$ cat config.mk
export PLATFORM = sky130hd
export DESIGN_NAME = wiper_step_ctrl
export DESIGN_NICKNAME = d
export VERILOG_FILES = /design/src/rtl/wiper_pkg.sv /design/src/rtl/wiper_sync.sv /design/src/rtl/wiper_phase_mon.sv /design/src/rtl/wiper_counter.sv /design/src/rtl/wiper_tap_decode.sv /design/src/rtl/wiper_step_ctrl.sv
export SDC_FILE = /design/constraint.sdc
export NUM_CORES = 1
export LEC_CHECK = 0
export BUFFER_PORTS_ARGS = -buffer_cell sky130_fd_sc_hd__buf_2
export CAP_MARGIN = 10
export CELL_PAD_IN_SITES_DETAIL_PLACEMENT = 1
export CELL_PAD_IN_SITES_GLOBAL_PLACEMENT = 2
export CORE_MARGIN = 5
export CORE_UTILIZATION = 29
export CTS_CLUSTER_SIZE = 25
export DETAILED_ROUTE_END_ITERATION = 10
export PLACE_DENSITY_LB_ADDON = 0.05
export SLEW_MARGIN = 10
export SYNTH_ARGS = -nofsm -noshare
export SYNTH_HDL_FRONTEND = slang
export SYNTH_HIERARCHICAL = 1
export SYNTH_SLANG_ARGS = --single-unit
export TNS_END_PERCENT = 10
$ cat constraint.sdc
create_clock -name clk -period 3.8 [get_ports clk]
set_input_delay 0.19 -clock clk [delete_from_list [all_inputs] [get_ports clk]]
set_output_delay 0.19 -clock clk [all_outputs]
set_load 0.1 [all_outputs]
$ cat src/rtl/wiper_pkg.sv
package wiper_pkg;
   typedef enum logic {
      DIR_DOWN = 1'b0,
      DIR_UP   = 1'b1
   } wiper_dir_e;
endpackage

$ cat src/rtl/wiper_sync.sv
module wiper_sync #(
   parameter int   STAGES  = 2,
   parameter logic RST_VAL = 1'b0
) (
   input  logic clk,
   input  logic rst_n,
   input  logic d,
   output logic q
);
   generate
      if (STAGES < 2) begin : g_bad_stages
         $error("wiper_sync needs at least two stages");
      end
   endgenerate

   logic [STAGES-1:0] chain;

   always_ff @(posedge clk or negedge rst_n) begin
      if (!rst_n) chain <= {STAGES{RST_VAL}};
      else        chain <= {chain[STAGES-2:0], d};
   end

   assign q = chain[STAGES-1];
endmodule

$ cat src/rtl/wiper_phase_mon.sv
module wiper_phase_mon #(
   parameter int MIN_CLKS = 15
) (
   input  logic clk,
   input  logic rst_n,
   input  logic lvl,
   input  logic active,
   output logic rise,
   output logic short_edge,
   output logic err
);
   localparam int CW = $clog2(MIN_CLKS + 1);
   localparam logic [CW-1:0] LIMIT = CW'(MIN_CLKS);

   logic          lvl_q;
   logic [CW-1:0] run_len;
   logic          any_edge;

   assign any_edge   = lvl ^ lvl_q;
   assign rise       = lvl & ~lvl_q;
   assign short_edge = any_edge && (run_len < LIMIT);

   always_ff @(posedge clk or negedge rst_n) begin
      if (!rst_n) begin
         lvl_q   <= 1'b0;
         run_len <= LIMIT;
         err     <= 1'b0;
      end else begin
         lvl_q <= lvl;
         if (any_edge)             run_len <= CW'(1);
         else if (run_len < LIMIT) run_len <= run_len + CW'(1);
         if (active && short_edge) err <= 1'b1;
      end
   end
endmodule

$ cat src/rtl/wiper_counter.sv
module wiper_counter
   import wiper_pkg::*;
#(
   parameter int TAPS        = 32,
   parameter int POS_W       = 5,
   parameter int RESET_POS   = 16,
   parameter bit DROP_GLITCH = 1'b0
) (
   input  logic             clk,
   input  logic             rst_n,
   input  logic             sel_s,
   input  logic             ud_s,
   input  logic             rise,
   input  logic             short_edge,
   output logic [POS_W-1:0] pos,
   output wiper_dir_e       dir
);
   localparam logic [POS_W-1:0] TOP_POS = POS_W'(TAPS - 1);
   localparam logic [POS_W-1:0] RST_POS = POS_W'(RESET_POS);

   logic sel_q;
   logic sel_fall;
   logic accept;
   logic step;

   generate
      if (DROP_GLITCH) begin : g_drop
         assign accept = rise & ~short_edge;
      end else begin : g_keep
         assign accept = rise;
      end
   endgenerate

   assign sel_fall = sel_q & ~sel_s;
   assign step     = ~sel_s & ~sel_fall & accept;

   always_ff @(posedge clk or negedge rst_n) begin
      if (!rst_n) begin
         sel_q <= 1'b1;
         dir   <= DIR_DOWN;
         pos   <= RST_POS;
      end else begin
         sel_q <= sel_s;
         if (sel_fall) begin
            dir <= ud_s ? DIR_UP : DIR_DOWN;
         end else if (step) begin
            if (dir == DIR_UP) begin
               if (pos != TOP_POS) pos <= pos + POS_W'(1);
            end else begin
               if (pos != '0) pos <= pos - POS_W'(1);
            end
         end
      end
   end
endmodule

$ cat src/rtl/wiper_tap_decode.sv
module wiper_tap_decode #(
   parameter int TAPS  = 32,
   parameter int POS_W = 5
) (
   input  logic [POS_W-1:0] pos,
   output logic [TAPS-1:0]  tap_sel
);
   generate
      for (genvar i = 0; i < TAPS; i++) begin : g_tap
         assign tap_sel[i] = (pos == POS_W'(i));
      end
   endgenerate
endmodule

$ cat src/rtl/wiper_step_ctrl.sv
module wiper_step_ctrl
   import wiper_pkg::*;
#(
   parameter int TAPS          = 32,
   parameter int RESET_POS     = 16,
   parameter int CLK_PERIOD_NS = 20,
   parameter int MIN_PHASE_NS  = 300,
   parameter bit DROP_GLITCH   = 1'b0,
   parameter int SYNC_STAGES   = 2
) (
   input  logic                    clk,
   input  logic                    rst_n,
   input  logic                    sel_n_in,
   input  logic                    updn_in,
   output logic [$clog2(TAPS)-1:0] wiper_pos,
   output logic [TAPS-1:0]         tap_sel,
   output logic                    standby,
   output logic                    dir_up,
   output logic                    timing_err
);
   localparam int POS_W          = $clog2(TAPS);
   localparam int MIN_PHASE_CLKS = MIN_PHASE_NS / CLK_PERIOD_NS;

   generate
      if (TAPS < 2) begin : g_bad_taps
         $error("TAPS must be at least 2");
      end
      if (RESET_POS < 0 || RESET_POS >= TAPS) begin : g_bad_rst
         $error("RESET_POS must lie inside the tap range");
      end
      if (MIN_PHASE_CLKS < 2) begin : g_bad_phase
         $error("minimum phase must span at least two clocks");
      end
   endgenerate

   logic       sel_s;
   logic       ud_s;
   logic       ud_rise;
   logic       ud_short;
   wiper_dir_e dir_q;

   wiper_sync #(.STAGES(SYNC_STAGES), .RST_VAL(1'b1)) u_sel_sync (
      .clk(clk), .rst_n(rst_n), .d(sel_n_in), .q(sel_s)
   );

   wiper_sync #(.STAGES(SYNC_STAGES), .RST_VAL(1'b0)) u_ud_sync (
      .clk(clk), .rst_n(rst_n), .d(updn_in), .q(ud_s)
   );

   wiper_phase_mon #(.MIN_CLKS(MIN_PHASE_CLKS)) u_phase (
      .clk(clk), .rst_n(rst_n), .lvl(ud_s), .active(~sel_s),
      .rise(ud_rise), .short_edge(ud_short), .err(timing_err)
   );

   wiper_counter #(
      .TAPS(TAPS), .POS_W(POS_W), .RESET_POS(RESET_POS), .DROP_GLITCH(DROP_GLITCH)
   ) u_count (
      .clk(clk), .rst_n(rst_n), .sel_s(sel_s), .ud_s(ud_s),
      .rise(ud_rise), .short_edge(ud_short), .pos(wiper_pos), .dir(dir_q)
   );

   wiper_tap_decode #(.TAPS(TAPS), .POS_W(POS_W)) u_decode (
      .pos(wiper_pos), .tap_sel(tap_sel)
   );

   assign standby = sel_s;
   assign dir_up  = (dir_q == DIR_UP);
endmodule

==> summary.md <==
| Metric | Value |
|---|---|
| Skew final | 0.000975 ns |
| Post-Syn Area | 0.00105 sq mm |
| Syn Area/Cell | 9.40 sq um |
| First-pass GRT wire length | 5050 um |
| Layout net count | 170 |
| # H-tree levels | 1 |
| Clock-pin slew on the worst setup and hold paths | 0.09 ns |
| Yosys cell types | 32 |
| Required time of the critical path | 4.01 ns |
| Die Area | 0.00493 sq mm |
| Syn_nets | 122 |
| Fmax | 0.471 GHz |
| GP Congestion | 0.770 |
| Endpoints failing setup | 0 |
| Row cnt | 21 |
| All-layer global routing usage | 12.4% |
| Tmin final | 2.12 ns |
| Met3 usage | 3.87% |
| Port buffer count | 43 |
| IO Count | 44 |
| Reg-to-Reg End | u_count/pos[4] |
| Setup repair bufs after CTS | 0 |
| CTS tree | built |
| # fillers | 424 |
| Worst endpoint data arrival time | 2.34 ns |
| Warnings from Yosys | 6 |
| Share of layout cells above drive strength 1 | 40.9% |
| Number of global-route vias before repair | 1036 |
| Global route hottest layer | met2 |
| Cell Count, Final, Fillers Out | 205 |
| Cts bufs inserted | 3 |
| Placed instance area | 0.00131 sq mm |
| Most common cell after layout, fill and taps aside | buf_2 |
| Die Y | 70.2 um |
| Crit start category | flip-flop |
| Top cell type by total area after synthesis | dfrtp_1 |
| Core area | 0.00342 sq mm |
| Reg2reg start | u_count/pos[0] |
| Max-slew headroom | 67.0% |
| Setup_tns | 0 ns |
| Largest net degree at the start of global routing | 18 |
| Area Growth Syn to Fin | 30.2% |
| FF-to-FF path depth | 5 |
| Area share of the leading cell type in the synthesized netlist | 21.4% |
| Later-pin clock latency in the skew report | 0.28 ns |
| Detailed Place HPWL | 2360 um |
| Avg Vias per Cell | 4.71 |
| Crit end category | flip-flop |
| CTS Sinks | 17 |
| Wire per inst | 14.3 um |
| Met2 usage | 20.8% |
| Antenna fix cells | 0 |
| Sequential-to-total area share from yosys stat | 41.4% |
| Root buf cell | clkbuf_4 |
| Initial drt markers | 32 |
| Slowest cell on crit path | dfrtp_1 |
| Instance count of the mapped netlist | 112 |
| Synth Register Bits | 17 |
| Worst-case clock buffer depth | 2 |
| Worst path cell trace | fa_1 -> and3_1 -> or3_1 -> a211o_1 -> xnor2_1 |
| Post-route cell area | 0.00137 sq mm |
| Initial antenna violation count | 0 |
| Final hold viol count | 0 |
| Slew Viols, Final | 0 |
| Drc violations | 0 |
| Routed wire length | 2940 um |
| Initial cell density of the core | 30.8% |
| Hold WC Path Type | in -> async |
| Placed insts | 198 |
| Antenna viol nets, final | 0 |
| CP peak stage delay | 0.54 ns |
| Top cells by area, synth | dfrtp_1 21%, dfstp_2 20%, nor2_1 12%, ha_1 5.9%, mux2_1 3.2% |
| Worst-margin pin slew | 0.498 ns |
| Crit share post-route | 55.9% |
| TritonRoute pass-1 iters | 4 |
| RSZ-0062 raised after global routing | no |
| Vias post-DR | 966 |
| DIE WIDTH | 70.2 um |
| Grt ovf | 0 |
| CP max FO | 14 |
| Met1 Usage GRT | 16.5% |
| Crit Path Category | reg -> reg |
| Setup slack, reg-to-reg | 1.68 ns |
| Max cap viols | 0 |
| Most frequent cells in the layout | 43 x buf_2, 34 x nor2_1, 9 x dfrtp_1, 8 x dfstp_2 |
| Status | finished clean |
-- layer usage --
layer	share of wire [%]	wire, um
met3	4.0	118
met1	47	1380
met2	49	1440
met4	0	0
met5	0	0
-- per-stage QoR --
step	util [%]	worst slack, ns	hold slack [ns]
final	40.1	1.68	0.356
after global routing	40.1	1.54	0.367
after CTS	40.1	1.66	0.345
after detailed placement	38.5	1.69	0.136
after global placement	38.5	1.75	0.129
after floorplan	-	0.741	-0.106
-- sequential cells by signal, summed over array words and instances (netlist names) --
signal and flops:
u_phase/run_len 4, u_ud_sync/chain 2, u_count/sel_q 1, u_phase/err 1, u_sel_sync/chain 2, u_phase/lvl_q 1
u_count/dir 1, u_count/pos 5
-- logic make-up (layout without fill, tap and decap cells) --
family,count (synthesis),after routing,synth area share [%]
and+or+nand+nor,58,58,27.8
AOI/OAI and AO/OA,14,14,11.2
buffers and inverters,8,55,2.85
DFF,17,17,41.4
muxes,5,5,5.59
adders and majority gates,6,6,7.85
xor gates and xnor gates,4,4,3.33
-- worst max-delay path by stage --
| stage | from | endpoint | slack [ns] | cells after the start |
|---|---|---|---|---|
| finish | u_count/pos[0] | u_count/pos[4] | 1.68 | 5 |
| global route | u_count/pos[0] | u_count/pos[4] | 1.54 | 5 |
| CTS | u_count/pos[0] | tap_sel[25] | 1.66 | 3 |
| detailed placement | u_count/pos[0] | u_count/pos[4] | 1.69 | 5 |
| global placement | u_count/pos[0] | u_count/pos[4] | 1.75 | 5 |
| floorplan | u_count/pos[0] | tap_sel[17] | 0.74 | 2 |
-- cell type report --
cell class | count | area [sq um] | area share, %
Clock buffer | 4 | 26.3 | 1.92
Tap cell | 46 | 57.6 | 4.20
Sequential cell | 17 | 435 | 31.8
Inverter | 5 | 18.8 | 1.37
Multi-Input combinational cell | 87 | 587 | 42.8
Timing Repair Buffer | 46 | 245 | 17.9
-- critical path: cells and delay by family, from the launching register on --
kind | cells | cell delay (ns)
AND/OR/NAND/NOR | 2 | 0.55
AO/OA/AOI/OAI | 1 | 0.31
adder cells (fa/ha/maj) | 1 | 0.51
XOR/XNOR | 1 | 0.14
flip-flops | 1 | 0.54
-- cell usage after synthesis --
library cell and instances:
o21ai_0 2, a31oi_1 2, xor2_1 2, nand2b_1 3, mux2_1 3, nand2_1 5, or3_1 2, o211a_1 1
fa_1 1, or2_2 1, or4_4 1, xnor2_1 2, nand4_1 2, a21o_1 3, a211o_1 1, and3_1 1
nand3_1 1, inv_1 5, ha_1 5, a31o_2 2, dfstp_2 8, nand3b_1 3, and3_4 1, clkbuf_1 3
or3b_4 3, mux2i_1 1, nor2_1 34, nor2_2 1, o311ai_4 1, a21oi_1 2, mux2_4 1, dfrtp_1 9
-- repair_timing --
item | CTS | global route
hold buffers | 3 | 0
endpoints found under the hold margin | 11 | 0
gates resized for setup | 0 | 0
Power is not shown: default switching activity piles up to over one toggle a cycle in this logic, so the estimate is an artifact.
